===== src/rtl/sdram_boot_pkg.sv =====
package sdram_boot_pkg;

    localparam int ADDR_W  = 12;
    localparam int BANK_W  = 2;
    localparam int AP_BIT  = 10;   // address bit selecting all banks on precharge
    localparam int MODE_HI = 10;   // mode word bits at and above this are forced low

    typedef enum logic [3:0] {
        CMD_NOP  = 4'b0111,
        CMD_PRE  = 4'b0010,
        CMD_REF  = 4'b0001,
        CMD_LMR  = 4'b0000
    } cmd_e;

    typedef enum logic [3:0] {
        ST_IDLE,
        ST_STAB,
        ST_PRE,
        ST_W_PRE,
        ST_REF1,
        ST_W_REF1,
        ST_REF2,
        ST_W_REF2,
        ST_LMR,
        ST_W_LMR,
        ST_READY
    } boot_state_e;

    typedef struct packed {
        cmd_e                cmd;
        logic [ADDR_W-1:0]   addr;
        logic [BANK_W-1:0]   bank;
        logic                ready;
    } boot_bus_t;

    function automatic int max_of(input int a, input int b);
        return (a > b) ? a : b;
    endfunction

    function automatic logic [ADDR_W-1:0] clean_mode(input logic [ADDR_W-1:0] w);
        logic [ADDR_W-1:0] r;
        r = w;
        for (int i = MODE_HI; i < ADDR_W; i++) r[i] = 1'b0;
        return r;
    endfunction

endpackage


===== src/rtl/boot_timer.sv =====
module boot_timer #(
    parameter int CNT_W = 8
) (
    input  logic             clk,
    input  logic             rst,
    input  logic             load_i,
    input  logic [CNT_W-1:0] value_i,
    output logic             zero_o
);
    logic [CNT_W-1:0] cnt_q;

    always_ff @(posedge clk) begin
        if (rst)                cnt_q <= '0;
        else if (load_i)        cnt_q <= value_i;
        else if (cnt_q != '0)   cnt_q <= cnt_q - 1'b1;
    end

    assign zero_o = (cnt_q == '0);
endmodule


===== src/rtl/boot_fsm.sv =====
module boot_fsm
    import sdram_boot_pkg::*;
#(
    parameter int STAB_CYC = 20000,
    parameter int PRE_GAP  = 3,
    parameter int REF_GAP  = 13,
    parameter int MRD_GAP  = 2,
    parameter int CNT_W    = 15
) (
    input  logic             clk,
    input  logic             rst,
    input  logic             clk_stable_i,
    input  logic             tmr_zero_i,
    output logic             tmr_load_o,
    output logic [CNT_W-1:0] tmr_value_o,
    output boot_state_e      state_o
);
    localparam logic [CNT_W-1:0] STAB_LD = CNT_W'(STAB_CYC - 1);
    localparam logic [CNT_W-1:0] PRE_LD  = CNT_W'(PRE_GAP - 1);
    localparam logic [CNT_W-1:0] REF_LD  = CNT_W'(REF_GAP - 1);
    localparam logic [CNT_W-1:0] MRD_LD  = CNT_W'(MRD_GAP - 1);

    boot_state_e state_q, state_d;

    always_comb begin
        state_d     = state_q;
        tmr_load_o  = 1'b0;
        tmr_value_o = '0;
        if (!clk_stable_i && state_q != ST_READY) begin
            state_d = ST_IDLE;
        end else begin
            unique case (state_q)
                ST_IDLE: begin
                    tmr_load_o  = 1'b1;
                    tmr_value_o = STAB_LD;
                    state_d     = ST_STAB;
                end
                ST_STAB:   if (tmr_zero_i) state_d = ST_PRE;
                ST_PRE: begin
                    tmr_load_o  = 1'b1;
                    tmr_value_o = PRE_LD;
                    state_d     = ST_W_PRE;
                end
                ST_W_PRE:  if (tmr_zero_i) state_d = ST_REF1;
                ST_REF1: begin
                    tmr_load_o  = 1'b1;
                    tmr_value_o = REF_LD;
                    state_d     = ST_W_REF1;
                end
                ST_W_REF1: if (tmr_zero_i) state_d = ST_REF2;
                ST_REF2: begin
                    tmr_load_o  = 1'b1;
                    tmr_value_o = REF_LD;
                    state_d     = ST_W_REF2;
                end
                ST_W_REF2: if (tmr_zero_i) state_d = ST_LMR;
                ST_LMR: begin
                    tmr_load_o  = 1'b1;
                    tmr_value_o = MRD_LD;
                    state_d     = ST_W_LMR;
                end
                ST_W_LMR:  if (tmr_zero_i) state_d = ST_READY;
                ST_READY:  state_d = ST_READY;
                default:   state_d = ST_IDLE;
            endcase
        end
    end

    always_ff @(posedge clk) begin
        if (rst) state_q <= ST_IDLE;
        else     state_q <= state_d;
    end

    assign state_o = state_q;
endmodule


===== src/rtl/boot_cmd_enc.sv =====
module boot_cmd_enc
    import sdram_boot_pkg::*;
(
    input  boot_state_e        state_i,
    input  logic [ADDR_W-1:0]  mode_word_i,
    output boot_bus_t          bus_o
);
    localparam logic [ADDR_W-1:0] PRE_ADDR = ADDR_W'(1) << AP_BIT;

    always_comb begin
        bus_o       = '{cmd: CMD_NOP, addr: '0, bank: '0, ready: 1'b0};
        unique case (state_i)
            ST_PRE: begin
                bus_o.cmd  = CMD_PRE;
                bus_o.addr = PRE_ADDR;
            end
            ST_REF1, ST_REF2: bus_o.cmd = CMD_REF;
            ST_LMR: begin
                bus_o.cmd  = CMD_LMR;
                bus_o.addr = clean_mode(mode_word_i);
            end
            ST_READY: bus_o.ready = 1'b1;
            default: ;
        endcase
    end
endmodule


===== src/rtl/sdram_boot_seq.sv =====
module sdram_boot_seq
    import sdram_boot_pkg::*;
#(
    parameter int STAB_CYC = 20000,
    parameter int PRE_GAP  = 3,
    parameter int REF_GAP  = 13,
    parameter int MRD_GAP  = 2
) (
    input  logic              clk,
    input  logic              rst,
    input  logic              clk_stable_i,
    input  logic [ADDR_W-1:0] mode_word_i,
    output logic [3:0]        cmd_o,
    output logic [ADDR_W-1:0] addr_o,
    output logic [BANK_W-1:0] bank_o,
    output logic              ready_o
);
    localparam int MAX_LD = max_of(max_of(STAB_CYC, PRE_GAP), max_of(REF_GAP, MRD_GAP));
    localparam int CNT_W  = $clog2(MAX_LD + 1);

    logic             tmr_load, tmr_zero;
    logic [CNT_W-1:0] tmr_value;
    boot_state_e      state;
    boot_bus_t        bus;

    boot_timer #(.CNT_W(CNT_W)) timer_i (
        .clk     (clk),
        .rst     (rst),
        .load_i  (tmr_load),
        .value_i (tmr_value),
        .zero_o  (tmr_zero)
    );

    boot_fsm #(
        .STAB_CYC (STAB_CYC),
        .PRE_GAP  (PRE_GAP),
        .REF_GAP  (REF_GAP),
        .MRD_GAP  (MRD_GAP),
        .CNT_W    (CNT_W)
    ) fsm_i (
        .clk          (clk),
        .rst          (rst),
        .clk_stable_i (clk_stable_i),
        .tmr_zero_i   (tmr_zero),
        .tmr_load_o   (tmr_load),
        .tmr_value_o  (tmr_value),
        .state_o      (state)
    );

    boot_cmd_enc enc_i (
        .state_i     (state),
        .mode_word_i (mode_word_i),
        .bus_o       (bus)
    );

    assign cmd_o   = bus.cmd;
    assign addr_o  = bus.addr;
    assign bank_o  = bus.bank;
    assign ready_o = bus.ready;
endmodule


===== config.mk =====
export PLATFORM = sky130hd
export DESIGN_NAME = sdram_boot_seq
export DESIGN_NICKNAME = d
export VERILOG_FILES = /design/src/rtl/sdram_boot_pkg.sv /design/src/rtl/boot_timer.sv /design/src/rtl/boot_fsm.sv /design/src/rtl/boot_cmd_enc.sv /design/src/rtl/sdram_boot_seq.sv
export SDC_FILE = /design/constraint.sdc
export NUM_CORES = 1
export LEC_CHECK = 0
export CAP_MARGIN = 20
export CORE_AREA = 5 5 66 68
export DETAILED_ROUTE_END_ITERATION = 8
export DIE_AREA = 0 0 71 73
export PLACE_DENSITY = 0.65
export SLEW_MARGIN = 30
export SYNTH_ARGS = -nofsm -noshare
export SYNTH_HDL_FRONTEND = slang
export SYNTH_HIERARCHICAL = 1
export SYNTH_SLANG_ARGS = --single-unit

===== constraint.sdc =====
create_clock -name clk -period 2.6 [get_ports clk]
set_clock_uncertainty 0.15 [all_clocks]
set_input_delay 0.52 -clock clk [delete_from_list [all_inputs] [get_ports clk]]
set_output_delay 0.52 -clock clk [all_outputs]
set_load 0.01 [all_outputs]

==> summary.txt, run 1 <==
Antenna viol nets, final: 0
Final-report max-slew violation count: 0
Most frequently used flop master after synthesis: sky130_fd_sc_hd__dfxtp_1
Vias per cell: 4.73
Initial detailed-routing violation count: 44
Multi-input combinational cell area: 891 µm²
Die Width: 71 µm
Number of max-capacitance violations reported: 0
Post-cts sizing count: 0
Worst hold endpoint: timer_i/cnt_q[14]
Fin cells: 242
Slew at the pin with the worst max-slew slack: 0.574 ns
Proportion of layout cells with a drive suffix above 1: 0.229
Average wire length per cell after detail routing: 11.5 µm
Peak fanout along the critical path: 10
Kind of start point of the critical path: register
Shortest period the worst path allows: 2.39 ns
Part of the cycle the worst path needs: 0.921
Tightest slew margin relative to the limit: 0.614
Maximum clock insertion buffer count: 2
Cell area power density: 589 nW/µm²
Initial antenna violation count: 0
Fin. Hold Viols: 0
Total cell area at the placement stage: 1670 µm²
RR Endpoint: fsm_i/state_o[2]
Sequential element share of the synthesized area: 0.267
Area share of the leading cell type in the synthesized netlist: 0.267
Die Ht: 73 µm
Number of vias after detailed routing: 1,144
Core Footprint: 3800 µm²
Number of cells produced by synthesis: 166
Aggregate routed wire length: 2.78 mm
Largest net degree at the start of global routing: 14
Via count of the first global-routing pass: 1,096
Data arrival time of the critical path: 1.72 ns
Overall global routing resource usage: 0.115
Die footprint: 5180 µm²
Initial DRT Pass Iterations: 4
Fraction of synthesis flops using an asynchronous set or reset pin: 0
Leakage power total: 0.636 nW
Synthesis-stage register bit count: 19
Synthesized area: 1420 µm²
Count of placed standard cells including taps: 237
Sum of net half-perimeters after detailed placement: 2.13 mm
Number of warning messages in the yosys log: 6
Worst-case register-to-register setup slack: 0.24 ns
Antenna diode count: 0
Setup tns final: 0 ns
Floorplan row count: 23
Hold Path Cell Cnt: 2
# IOs: 34
Hold_sp: timer_i/cnt_q[14]
Outcome: finished clean
Reg-to-reg startpoint: timer_i/cnt_q[0]
Clock buffers created by TritonCTS: 3
Number of sinks handled by clock tree synthesis: 19
Class of the tightest hold or removal check: register to register
Peak ir drop on the vdd network: 0.202 mV
Endpoint kind of the worst setup timing path: primary output
Hold buffer count at cts: 0
Fillcell total: 386
Storage cell area: 380 µm²
H-tree Lvls: 1
Area growth from synthesis to layout: 21.0%
Net total in the final layout: 209
Number of different library cells in the post-synthesis netlist: 45
Worst-skew pair later-pin latency: 0.26 ns
DRC violations left: 0
Biggest area contributors in the synthesized netlist: sky130_fd_sc_hd__dfxtp_1 (27%), sky130_fd_sc_hd__buf_4 (7.9%), sky130_fd_sc_hd__xnor2_1 (6.8%)
R2R depth: 7
Clock root buffer master: sky130_fd_sc_hd__clkbuf_8
Required time at the endpoint of the critical path: 1.93 ns
Clock-pin transition on the worst setup and hold timing paths: 0.08 ns
Count of flip-flops with a built-in enable after synthesis: 0
Global route total overflow: 0
Maximum clock frequency: 0.418 GHz
Setup repair after global routing missed its margin: false
Finished Cell Area: 1720 µm²
Weighted congestion at the end of routability-driven global placement: 0.742
Initial core utilization: 0.375
Final setup violating endpoints: 0
IO buf count: 27
Setup Crit Path Kind: register to primary output
Average cell area after synthesis: 8.57 µm²
Global-route wire length before repair: 4.86 mm
CTS tree: built
Cell type with the largest total area after synthesis: sky130_fd_sc_hd__dfxtp_1
==> synthesized netlist by cell type (2+ instances only) <==
master,count
sky130_fd_sc_hd__nor3_1,8
sky130_fd_sc_hd__or2_2,4
sky130_fd_sc_hd__inv_1,5
sky130_fd_sc_hd__o21ai_1,2
sky130_fd_sc_hd__nor4b_1,2
sky130_fd_sc_hd__buf_4,15
sky130_fd_sc_hd__conb_1,2
sky130_fd_sc_hd__buf_6,2
sky130_fd_sc_hd__and4bb_1,2
sky130_fd_sc_hd__xor2_1,3
sky130_fd_sc_hd__and2_1,3
sky130_fd_sc_hd__nor2_1,9
sky130_fd_sc_hd__or4_1,2
sky130_fd_sc_hd__nand2_1,19
sky130_fd_sc_hd__dfxtp_1,19
sky130_fd_sc_hd__clkbuf_1,2
sky130_fd_sc_hd__a21oi_1,9
sky130_fd_sc_hd__xnor2_1,11
sky130_fd_sc_hd__o21ai_2,10
sky130_fd_sc_hd__and2_2,7
sky130_fd_sc_hd__nor3b_1,2
sky130_fd_sc_hd__nor4_1,3
sky130_fd_sc_hd__nor4_2,3
==> routing by layer <==
metal | track usage | vias to the layer above | wire, µm
li1 | - | 606 | -
met3 | 0.0441 | 2 | 224
met5 | 0 | - | 0
met4 | 0.0313 | 0 | 17
met1 | 0.137 | 506 | 1240
met2 | 0.196 | 30 | 1290
==> worst max-delay path, cell delays in order, from the launching register on <==
cell                              delay (ns)
sky130_fd_sc_hd__dfxtp_1                0.33
sky130_fd_sc_hd__buf_4                  0.17
sky130_fd_sc_hd__or2_2                  0.29
sky130_fd_sc_hd__a21oi_1                0.12
sky130_fd_sc_hd__clkdlybuf4s50_1        0.56
==> state kept, by name, indices dropped and copies added, names as in the netlist <==
name	flops
fsm_i/state_o	4
timer_i/cnt_q	15
==> per-stage QoR <==
step                hold slack (ns)  total power, W  setup slack (ns)  utilization
finish                        0.401         0.00101             0.207        0.453
global route                  0.448         0.00110            0.0659        0.453
CTS                           0.403         0.00103            0.0653        0.451
detailed placement            0.388        0.000819             0.238        0.439
global placement              0.387        0.000813             0.260        0.439
floorplan                     0.332        0.000775             0.457            -
==> report_power, final <==
| part | internal, W | total, W | switching [W] |
|---|---|---|---|
| Combinational | 0.000193 | 0.000406 | 0.000213 |
| Sequential | 0.000340 | 0.000405 | 0.0000648 |
| Clock | 0.000106 | 0.000204 | 0.0000972 |
| Total | 0.000640 | 0.00101 | 0.000375 |
==> how the worst max path moves through the flow <==
| stage | start | endpoint | depth (start not counted) |
|---|---|---|---|
| floorplan | timer_i/cnt_q[0] | fsm_i/state_o[2] | 7 |
| finish | fsm_i/state_o[1] | cmd_o[2] | 4 |
| global placement | timer_i/cnt_q[0] | fsm_i/state_o[2] | 7 |
| global route | timer_i/cnt_q[0] | fsm_i/state_o[2] | 7 |
| CTS | fsm_i/state_o[1] | addr_o[5] | 3 |
| detailed placement | timer_i/cnt_q[0] | fsm_i/state_o[2] | 7 |
==> layout by cell type, fill, tap and decap left out, types with 2 or more instances in the layout <==
master and n:
sky130_fd_sc_hd__clkdlybuf4s50_1 27, sky130_fd_sc_hd__nand2_1 19, sky130_fd_sc_hd__dfxtp_1 19, sky130_fd_sc_hd__xnor2_1 11, sky130_fd_sc_hd__conb_1 10, sky130_fd_sc_hd__o21ai_2 10, sky130_fd_sc_hd__nor2_1 9, sky130_fd_sc_hd__a21oi_1 9
sky130_fd_sc_hd__nor3_1 8, sky130_fd_sc_hd__and2_2 7, sky130_fd_sc_hd__buf_4 7, sky130_fd_sc_hd__inv_1 5, sky130_fd_sc_hd__or2_2 4, sky130_fd_sc_hd__clkbuf_8 3, sky130_fd_sc_hd__and2_1 3, sky130_fd_sc_hd__nor4_2 3
sky130_fd_sc_hd__xor2_1 3, sky130_fd_sc_hd__nor4_1 3, sky130_fd_sc_hd__nor4b_1 2, sky130_fd_sc_hd__nor3b_1 2, sky130_fd_sc_hd__and4bb_1 2, sky130_fd_sc_hd__or4_1 2, sky130_fd_sc_hd__o21ai_1 2
==> repair_timing <==
item | CTS | global route
buffers inserted | 0 | 1
setup endpoints to repair | 0 | 6
endpoints found under the hold margin | 0 | 0
==> layout make-up <==
| type | instances | share of cell area |
|---|---|---|
| Multi-Input combinational cell | 130 | 0.517 |
| Sequential cell | 19 | 0.221 |
| Timing Repair Buffer | 34 | 0.188 |
| Tap cell | 50 | 0.0363 |
| Clock buffer | 3 | 0.0240 |
| Inverter | 5 | 0.0109 |
| Clock inverter | 1 | 0.00291 |
==> logic make-up (layout without fill, tap and decap cells) <==
logic type | count (synthesis) | after routing | synth area share
other | 2 | 10 | 0.00528
xor gates and xnor gates | 14 | 14 | 0.0862
and+or+nand+nor | 78 | 78 | 0.368
buffers and inverters | 25 | 43 | 0.128
muxes | 1 | 1 | 0.00704
DFF | 19 | 19 | 0.267
adders and majority gates | 1 | 1 | 0.00879
AOI/OAI and AO/OA | 26 | 26 | 0.130
No activity file was read; power rests on OpenSTA's default activity.
==> run 2, diff against run 1 <==
CORE_AREA = 5 5 55 82   (was 5 5 66 68)
DIE_AREA = 0 0 60 87   (was 0 0 71 73)
PLACE_DENSITY = not set   (was 0.65)
==> summary.txt, run 2 (same netlist as run 1, synthesis figures left out) <==
Final setup violating endpoints: 0
Class of the tightest hold or removal check: register to register
Total internal power: 0.000644 W
Maximum clock frequency: 0.415 GHz
Share of total power in the clock network: 0.199
Setup repair after global routing missed its margin: false
Initial detailed-routing violation count: 41
Sum of net half-perimeters after detailed placement: 2.38 mm
Clock buffers created by TritonCTS: 3
Largest net degree at the start of global routing: 14
Outcome: finished clean
Final-report max-slew violation count: 0
Area growth from synthesis to layout: 21.1%
Clock-pin transition on the worst setup and hold timing paths: 0.07 ns
Core Footprint: 3780 µm²
Via count of the first global-routing pass: 1,191
Number of max-capacitance violations reported: 0
Antenna viol nets, final: 0
DRC violations left: 0
Number of vias after detailed routing: 1,194
Fin. Hold Viols: 0
Proportion of layout cells with a drive suffix above 1: 0.233
Data arrival time of the critical path: 1.74 ns
Number of flip-flops in the largest register: 15
Initial antenna violation count: 0
Setup Crit Path Kind: register to primary output
Overall global routing resource usage: 0.127
Fillcell total: 380
Cell area power density: 598 nW/µm²
Sw Ratio: 0.375
Comb power frac: 0.406
Post-cts sizing count: 0
Floorplan row count: 28
Weighted congestion at the end of routability-driven global placement: 0.828
H-tree Lvls: 1
Tightest slew margin relative to the limit: 0.638
Global route total overflow: 0
Net total in the final layout: 210
Endpoint kind of the worst setup timing path: primary output
Shortest period the worst path allows: 2.41 ns
Kind of start point of the critical path: register
Initial DRT Pass Iterations: 4
Number of sinks handled by clock tree synthesis: 19
Vias per cell: 5.02
Clock root buffer master: sky130_fd_sc_hd__clkbuf_8
Die Width: 60 µm
Part of the cycle the worst path needs: 0.926
Die footprint: 5220 µm²
Slew at the pin with the worst max-slew slack: 0.536 ns
Maximum clock insertion buffer count: 2
Required time at the endpoint of the critical path: 1.93 ns
Antenna diode count: 0
Commonest non-fill, non-tap cells in the layout: sky130_fd_sc_hd__clkdlybuf4s50_1 (27), sky130_fd_sc_hd__nand2_1 (19), sky130_fd_sc_hd__dfxtp_1 (19)
# IOs: 34
Switching Power: 0.000386 W
Setup tns final: 0 ns
Seq pwr share: 0.395
Post-route setup slack: 0.191 ns
Average wire length per cell after detail routing: 12.6 µm
Peak ir drop on the vdd network: 0.351 mV
Global-route wire length before repair: 5.24 mm
Worst-skew pair later-pin latency: 0.26 ns
Leakage power total: 0.642 nW
Peak fanout along the critical path: 12
Most common library cell in the layout ignoring fill and taps: sky130_fd_sc_hd__clkdlybuf4s50_1
CTS tree: built
Setup slack at placement: 0.262 ns
Aggregate routed wire length: 3.00 mm
Die Ht: 87 µm
IO buf count: 27
Register ranked first by flip-flop count: timer_i/cnt_q
Initial core utilization: 0.376
PnR Total Power: 0.00103 W
run 2: cell types whose count changed in the layout (fill, tap and decap cells not counted), sizes merged:
cell / before / now
buf: 7 / 8
run 2: worst paths after layout:
check	from	endpoint	slack, ns	depth (start not counted)
hold / removal	timer_i/cnt_q[14]	timer_i/cnt_q[14]	0.41	2
hold reg to reg	timer_i/cnt_q[14]	timer_i/cnt_q[14]	0.41	2
setup reg to reg	timer_i/cnt_q[0]	fsm_i/state_o[2]	0.27	7
setup / recovery	fsm_i/state_o[2]	addr_o[3]	0.19	4
run 2: area by class of cell:
cell class	count	area [µm²]	area share
multi-input cells	130	891	0.517
flip-flops and latches	19	380	0.221
repair buffers	35	330	0.192
well taps	45	56.3	0.0327
clock buffers	3	41.3	0.0240
inverters	5	18.8	0.0109
clock inverters	1	5.00	0.00290
run 2: per-stage QoR:
stage	hold slack [ns]	utilization	instances	cell area [µm²]
6_report	0.408	0.455	238	1720
4_1_cts	0.389	0.455	238	1720
3_3_place_gp	0.373	0.441	233	1670
3_5_place_dp	0.374	0.441	233	1670
2_1_floorplan	0.332	-	174	1450
5_1_grt	0.423	0.455	238	1720
run 2: critical path, cell delays in order (launching register included):
cell and delay (ns):
sky130_fd_sc_hd__dfxtp_1 0.34, sky130_fd_sc_hd__nor4b_4 0.26, sky130_fd_sc_hd__buf_4 0.20, sky130_fd_sc_hd__and2_2 0.14, sky130_fd_sc_hd__clkdlybuf4s50_1 0.54
run 2: per-layer routing:
metal	track usage	up-vias	routed length (µm)
met3	0.0312	6	141
met2	0.228	29	1650
met5	0	-	0
met4	0.0565	0	57
li1	-	609	-
met1	0.134	550	1160
run 2: power by group through the flow:
stage                     sequential [W]  clock (W)  combinational (W)
after floorplan                 0.000397          0           0.000378
after global routing            0.000415   0.000225           0.000463
after CTS                       0.000405   0.000216           0.000421
after detailed placement        0.000411          0           0.000418
after global placement          0.000408          0           0.000410
final                           0.000407   0.000205           0.000418
run 2: timing repair:
item	in CTS	in global routing
hold buffers	0	0
buffers inserted	1	0
hold endpoints to repair	0	0
setup endpoints to repair	4	0
